$ cat src/rtl/lbwd_pkg.sv
package lbwd_pkg;
  typedef enum logic {WD_IDLE, WD_RUN} wd_state_e;

  // Raise a product to the safe floor.
  function automatic logic [31:0] clamp_limit(input logic [31:0] prod,
                                              input logic [31:0] floor_v);
    return (prod < floor_v) ? floor_v : prod;
  endfunction
endpackage

$ cat src/rtl/lbwd_limit_calc.sv
module lbwd_limit_calc #(
  parameter int CNT_W   = 8,
  parameter int PS_W    = 4,
  parameter int MIN_CYC = 40,
  parameter int LIM_W   = 12
) (
  input  logic [CNT_W-1:0] count_i,
  input  logic [PS_W-1:0]  prescale_i,
  output logic [LIM_W-1:0] limit_o,
  output logic             clamped_o
);
  import lbwd_pkg::*;

  logic [31:0] prod;
  logic [31:0] lim32;

  always_comb begin
    prod      = 32'(count_i) * 32'(prescale_i);
    lim32     = clamp_limit(prod, 32'(MIN_CYC));
    clamped_o = (prod < 32'(MIN_CYC));
    limit_o   = lim32[LIM_W-1:0];
  end
endmodule

$ cat src/rtl/lbwd_countdown.sv
module lbwd_countdown #(
  parameter int LIM_W   = 12,
  parameter int MIN_CYC = 40
) (
  input  logic             clk,
  input  logic             rst_n,
  input  logic             start_i,
  input  logic             ack_i,
  input  logic             tenure_i,
  input  logic             pending_i,
  input  logic [LIM_W-1:0] limit_i,
  output logic             load_o,
  output logic             expire_evt_o,
  output logic             expire_o,
  output logic             busy_o
);
  import lbwd_pkg::*;

  wd_state_e        state_q;
  logic [LIM_W-1:0] cnt_q;
  logic             go_idle;

  assign busy_o = (state_q == WD_RUN);

  always_comb begin
    go_idle      = busy_o & tenure_i & ~pending_i & ~start_i;
    load_o       = start_i | (busy_o & ~go_idle & (ack_i | tenure_i));
    expire_evt_o = busy_o & ~load_o & ~go_idle & (cnt_q == LIM_W'(1));
  end

  always_ff @(posedge clk or negedge rst_n) begin
    if (!rst_n) begin
      state_q  <= WD_IDLE;
      cnt_q    <= '0;
      expire_o <= 1'b0;
    end else begin
      expire_o <= expire_evt_o;
      if (load_o) begin
        state_q <= WD_RUN;
        cnt_q   <= limit_i;
      end else if (go_idle || expire_evt_o) begin
        state_q <= WD_IDLE;
        cnt_q   <= '0;
      end else if (busy_o) begin
        cnt_q <= cnt_q - LIM_W'(1);
      end
    end
  end

  // every armed count is at least the floor
  a_r2_armed_floor: assert property (@(posedge clk) disable iff (!rst_n)
    load_o |=> (busy_o && cnt_q >= LIM_W'(MIN_CYC)));
  // tenure end with nothing waiting leads to idle
  a_r4_tenure_idle: assert property (@(posedge clk) disable iff (!rst_n)
    (busy_o && tenure_i && !pending_i && !start_i) |=> !busy_o);
  // single-cycle pulse, idle afterwards
  a_r6_pulse_single: assert property (@(posedge clk) disable iff (!rst_n)
    expire_o |=> !expire_o);
  a_r6_idle_after: assert property (@(posedge clk) disable iff (!rst_n)
    (expire_o && !start_i) |=> !busy_o);
endmodule

$ cat src/rtl/lbwd_status.sv
module lbwd_status (
  input  logic clk,
  input  logic rst_n,
  input  logic expire_evt_i,
  input  logic disable_i,
  input  logic clear_i,
  input  logic warn_evt_i,
  output logic flag_o,
  output logic warn_o
);
  logic set_flag;
  assign set_flag = expire_evt_i & ~disable_i;

  always_ff @(posedge clk or negedge rst_n) begin
    if (!rst_n) begin
      flag_o <= 1'b0;
      warn_o <= 1'b0;
    end else begin
      if (set_flag)     flag_o <= 1'b1;
      else if (clear_i) flag_o <= 1'b0;
      if (warn_evt_i)   warn_o <= 1'b1;
    end
  end

  // flag holds until cleared
  a_r7_flag_hold: assert property (@(posedge clk) disable iff (!rst_n)
    (flag_o && !clear_i) |=> flag_o);
  // disabled timeouts leave the flag alone
  a_r8_disable_keeps: assert property (@(posedge clk) disable iff (!rst_n)
    (expire_evt_i && disable_i && !clear_i) |=> (flag_o == $past(flag_o)));
  // set beats clear on the same edge
  a_r9_set_wins: assert property (@(posedge clk) disable iff (!rst_n)
    (expire_evt_i && !disable_i && clear_i) |=> flag_o);
  // warning is sticky
  a_r2_warn_sticky: assert property (@(posedge clk) disable iff (!rst_n)
    warn_o |=> warn_o);
endmodule

$ cat src/rtl/lbus_cycle_watchdog.sv
module lbus_cycle_watchdog #(
  parameter int CNT_W   = 8,
  parameter int PS_W    = 4,
  parameter int MIN_CYC = 40
) (
  input  logic             clk,
  input  logic             rst_n,
  input  logic             xact_start_i,
  input  logic             beat_ack_i,
  input  logic             tenure_done_i,
  input  logic             xact_pending_i,
  input  logic [CNT_W-1:0] cfg_count_i,
  input  logic [PS_W-1:0]  cfg_prescale_i,
  input  logic             cfg_flag_disable_i,
  input  logic             flag_clear_i,
  output logic             timeout_pulse_o,
  output logic             timeout_flag_o,
  output logic             cfg_warn_o
);
  localparam int PROD_W = CNT_W + PS_W;
  localparam int LIM_W  = (PROD_W > $clog2(MIN_CYC + 1)) ? PROD_W : $clog2(MIN_CYC + 1);

  logic [LIM_W-1:0] limit;
  logic             clamped;
  logic             load_evt;
  logic             expire_evt;
  logic             busy;

  lbwd_limit_calc #(.CNT_W(CNT_W), .PS_W(PS_W), .MIN_CYC(MIN_CYC), .LIM_W(LIM_W)) u_limit (
    .count_i   (cfg_count_i),
    .prescale_i(cfg_prescale_i),
    .limit_o   (limit),
    .clamped_o (clamped)
  );

  lbwd_countdown #(.LIM_W(LIM_W), .MIN_CYC(MIN_CYC)) u_count (
    .clk         (clk),
    .rst_n       (rst_n),
    .start_i     (xact_start_i),
    .ack_i       (beat_ack_i),
    .tenure_i    (tenure_done_i),
    .pending_i   (xact_pending_i),
    .limit_i     (limit),
    .load_o      (load_evt),
    .expire_evt_o(expire_evt),
    .expire_o    (timeout_pulse_o),
    .busy_o      (busy)
  );

  lbwd_status u_status (
    .clk         (clk),
    .rst_n       (rst_n),
    .expire_evt_i(expire_evt),
    .disable_i   (cfg_flag_disable_i),
    .clear_i     (flag_clear_i),
    .warn_evt_i  (load_evt & clamped),
    .flag_o      (timeout_flag_o),
    .warn_o      (cfg_warn_o)
  );

  // a pulse only ever follows a running countdown
  a_r1_pulse_from_run: assert property (@(posedge clk) disable iff (!rst_n)
    timeout_pulse_o |-> $past(busy));
  // an enabled timeout shows on the flag with the pulse
  a_r7_flag_with_pulse: assert property (@(posedge clk) disable iff (!rst_n)
    (timeout_pulse_o && !$past(cfg_flag_disable_i)) |-> timeout_flag_o);
endmodule

$ cat config.mk
export PLATFORM = sky130hd
export DESIGN_NAME = lbus_cycle_watchdog
export DESIGN_NICKNAME = d
export VERILOG_FILES = /design/src/rtl/lbwd_pkg.sv /design/src/rtl/lbwd_limit_calc.sv /design/src/rtl/lbwd_countdown.sv /design/src/rtl/lbwd_status.sv /design/src/rtl/lbus_cycle_watchdog.sv
export SDC_FILE = /design/constraint.sdc
export NUM_CORES = 1
export LEC_CHECK = 0
export ABC_AREA = 1
export BUFFER_PORTS_ARGS = -buffer_cell sky130_fd_sc_hd__buf_2
export CAP_MARGIN = 5
export CORE_ASPECT_RATIO = 1.5
export CORE_MARGIN = 2
export CORE_UTILIZATION = 60
export CTS_CLUSTER_SIZE = 40
export DETAILED_ROUTE_END_ITERATION = 7
export GPL_TIMING_DRIVEN = 0
export PLACE_DENSITY = 0.89
export SLEW_MARGIN = 20
export SYNTH_ARGS = -nofsm -noshare
export SYNTH_HDL_FRONTEND = slang
export SYNTH_SLANG_ARGS = --single-unit
$ cat constraint.sdc
create_clock -name clk -period 4.1 [get_ports clk]
set_input_delay 0 -clock clk [delete_from_list [all_inputs] [get_ports clk]]
set_output_delay 0 -clock clk [all_outputs]
set_load 0.02 [all_outputs]
==> flow_summary.toml <==
[timing]
tns_ns = 0
fin_crit_sh_pct = 73.2
finalMaxSlewViolations = 0
hold_viol = 0
tightest_slew_ns = 0.375
setup_viol = 0
rsz0062_at_grt = "false"
fin_skew_ns = 0.00161
slew_headroom_pct = 75.0
whs_ns = 0.135
max_freq_mhz = 333
period_minus_slack_ns = 3.00

[yosys]
synthTopCellsByCount = "nand2_1 (88), inv_1 (72), nor2_1 (27)"
yosysSeqAreaShare_pct = 18.6
synth_top_area_cell = "dfrtp_1"
synth_area_leaders = "dfrtp_1 (19%), nand2_1 (15%), inv_1 (13%)"
synth-simple-area-share_pct = 31.6
synth-edff-count = 0
synth_cells = 327
synth_fa_ha_area_share_pct = 21.7
synth_top_area_share_pct = 18.6
ys.warnings.count = 0
async_flop_share_pct = 100
synth_top_family_by_area = "simple AND/OR/NAND/NOR gates"
synth_compound_area_share_pct = 10.5
syn-num-nets = 377
synth_ff_type = "dfrtp_1"
synth_area_sq_mm = 0.00215
synth_cell_types = 27
synth_most_common_cell = "nand2_1"
avgSynthCellArea_sq_um = 6.57
ys_seq_elements = 16
synth-xor-area-share_pct = 3.26
synth_mux_area_share_pct = 0

[detailed_routing]
drtIter0Drc = 44
via_count = 2046
wl_per_cell_um = 11.5
drc = 0
antenna_left = 0
drtPass1Iterations = 4
avgViaCountPerCell = 5.19
drt_wl_total_um = 4510

[place]
dpl.hpwl_um = 3730
place.gp.congestion = 0.836
numPlacedInstances = 387
numPortBuffers = 18

[power]
vdd_drop_max_mv = 0.239
powerDensity_mw_per_mm2 = 332
leakage_uw = 0.00145

[cts]
cts_buffers = 3
cts-root-buf = "clkbuf_8"
clock_tree.buffer_depth = 2
cts_tree = "yes"
clk_pin_slew_worst_paths_ns = 0.07
cts.repair.resized = 0
post_cts_buffers = 0
htreeDepth = 1
cts.sinks = 16
cts_hold_buffers = 3
clkLatencyLatePin_ns = 0.25

[final_layout]
drive_gt1_share_pct = 12.5
area_growth_pct = 10.6
antenna_cells = 0
utilization_pct = 69.6
layout.cells.non_filler = 394
fillers = 301
final_nets = 403

[worst_setup_path]
arrival_ns = 3.18
cp_max_fo = 8
crit_path_end_kind = "flip-flop"
crit_type = "input port to flip-flop"
required_ns = 4.28
cp-start-kind = "input port"

[die]
die_w_um = 52.9
rows = 26
dieArea_sq_mm = 0.00409
core_sq_mm = 0.00342
start_util_pct = 62.9
die_h_um = 77.3
ios = 23

[hold_path]
min_path_type = "input port to flip-flop"

[global_routing]
grt_max_degree = 17
globalRouteTotalUtil_pct = 25.7
gr-total-overflow = 0
grt_first_pass_wirelength_um = 8300
grt_antenna_before_repair = 0
grt_pass1_vias = 2107

[flow_run]
cap_viol_max_count = 0

[run_status]
status = "finished clean"
[stage by stage]
step	total power (uW)	setup WS (ns)	cell area, sq um
after floorplan	555	1.21	2150
after global placement	631	0.917	2290
after detailed placement	645	0.829	2290
after CTS	791	1.09	2380
after global routing	866	0.782	2380
final	790	1.10	2380
[critical path, stage by stage]
cell      delay, ns
clkbuf_1       0.28
nand2_1        0.14
fa_1           0.55
inv_1          0.05
fa_1           0.55
inv_1          0.07
fa_1           0.44
inv_1          0.08
nand3_1        0.11
nand2_2        0.12
nand2_1        0.07
nand2_1        0.06
nand2_1        0.06
nor2_2         0.11
nand3_2        0.11
nor2_1         0.13
nand2_1        0.12
a21oi_1        0.13
[cells in the final DEF, fill, tap and decap left out]
| cell | instances |
|---|---|
| nand2_1 | 88 |
| inv_1 | 72 |
| nor2_1 | 27 |
| nand3_1 | 19 |
| ha_1 | 18 |
| buf_2 | 18 |
| dfrtp_1 | 16 |
| a21oi_1 | 14 |
| fa_1 | 12 |
| o21ai_0 | 11 |
| nand3_2 | 5 |
| nand2_2 | 5 |
| xor2_1 | 5 |
| o21bai_1 | 5 |
| clkbuf_1 | 4 |
| inv_2 | 4 |
| clkbuf_8 | 4 |
| nor2_2 | 3 |
| nand3b_1 | 3 |
| a22oi_1 | 3 |
| xnor2_1 | 3 |
| dlygate4sd3_1 | 3 |
| nor3_2 | 2 |
| nor3_1 | 2 |
| o21ai_2 | 1 |
| buf_4 | 1 |
| o211ai_2 | 1 |
| o22ai_1 | 1 |
| o21ai_1 | 1 |
| o32ai_1 | 1 |
[logic make-up after synthesis]
group	after synthesis
xor+xnor	8
compound gates	38
simple gates	154
fa+ha+maj	30
buf+inv	81
flops	16
[path summary, 6_finish.rpt]
path	startpoint	endpoint	slack, ns	depth (start not counted)
worst max-delay path	cfg_prescale_i[3]	u_count.cnt_q[3]$_DFFE_PN0P_	1.10	18
max in group asynchronous	rst_n	u_count.cnt_q[7]$_DFFE_PN0P_	3.64	2
worst min register to register	u_status.warn_o$_DFFE_PN0P_	u_status.warn_o$_DFFE_PN0P_	0.47	2
worst max register to register	u_count.cnt_q[2]$_DFFE_PN0P_	u_status.flag_o$_DFFE_PN0P_	2.12	6
min in group asynchronous	rst_n	u_status.warn_o$_DFFE_PN0P_	0.19	2
worst min-delay path	tenure_done_i	u_count.expire_o$_DFF_PN0_	0.14	4
[area by class of cell]
type / instances / area [sq um] / share of cell area (%)
multi-input combinational: 230 / 1440 / 60.6
tap: 42 / 52.6 / 2.21
clock buffer: 4 / 55.1 / 2.32
sequential: 16 / 400 / 16.8
timing repair buffer: 21 / 120 / 5.05
inverter: 76 / 285 / 12.0
buffer: 5 / 22.5 / 0.947
[routing by layer]
metal,share of wire [%],vias up,GRT usage [%]
met4,2.1,0,9.49
met3,2.3,10,0.973
met2,57,43,49.3
met5,0,-,0
met1,38,937,28.2
li1,-,1056,-
[power by group]
part	internal (uW)	total (uW)	switching [uW]	leakage (uW)
Combinational	161	412	251	0.00123
Sequential	195	237	41.9	0.000193
Clock	85.2	141	55.8	0.0000288
[state kept, by name, summed over array words and instances (netlist names)]
register and count:
u_count.expire_o 1, u_status.flag_o 1, u_count.cnt_q 12, u_count.busy_o 1, u_status.warn_o 1
No activity file was read; power rests on OpenSTA's default activity.
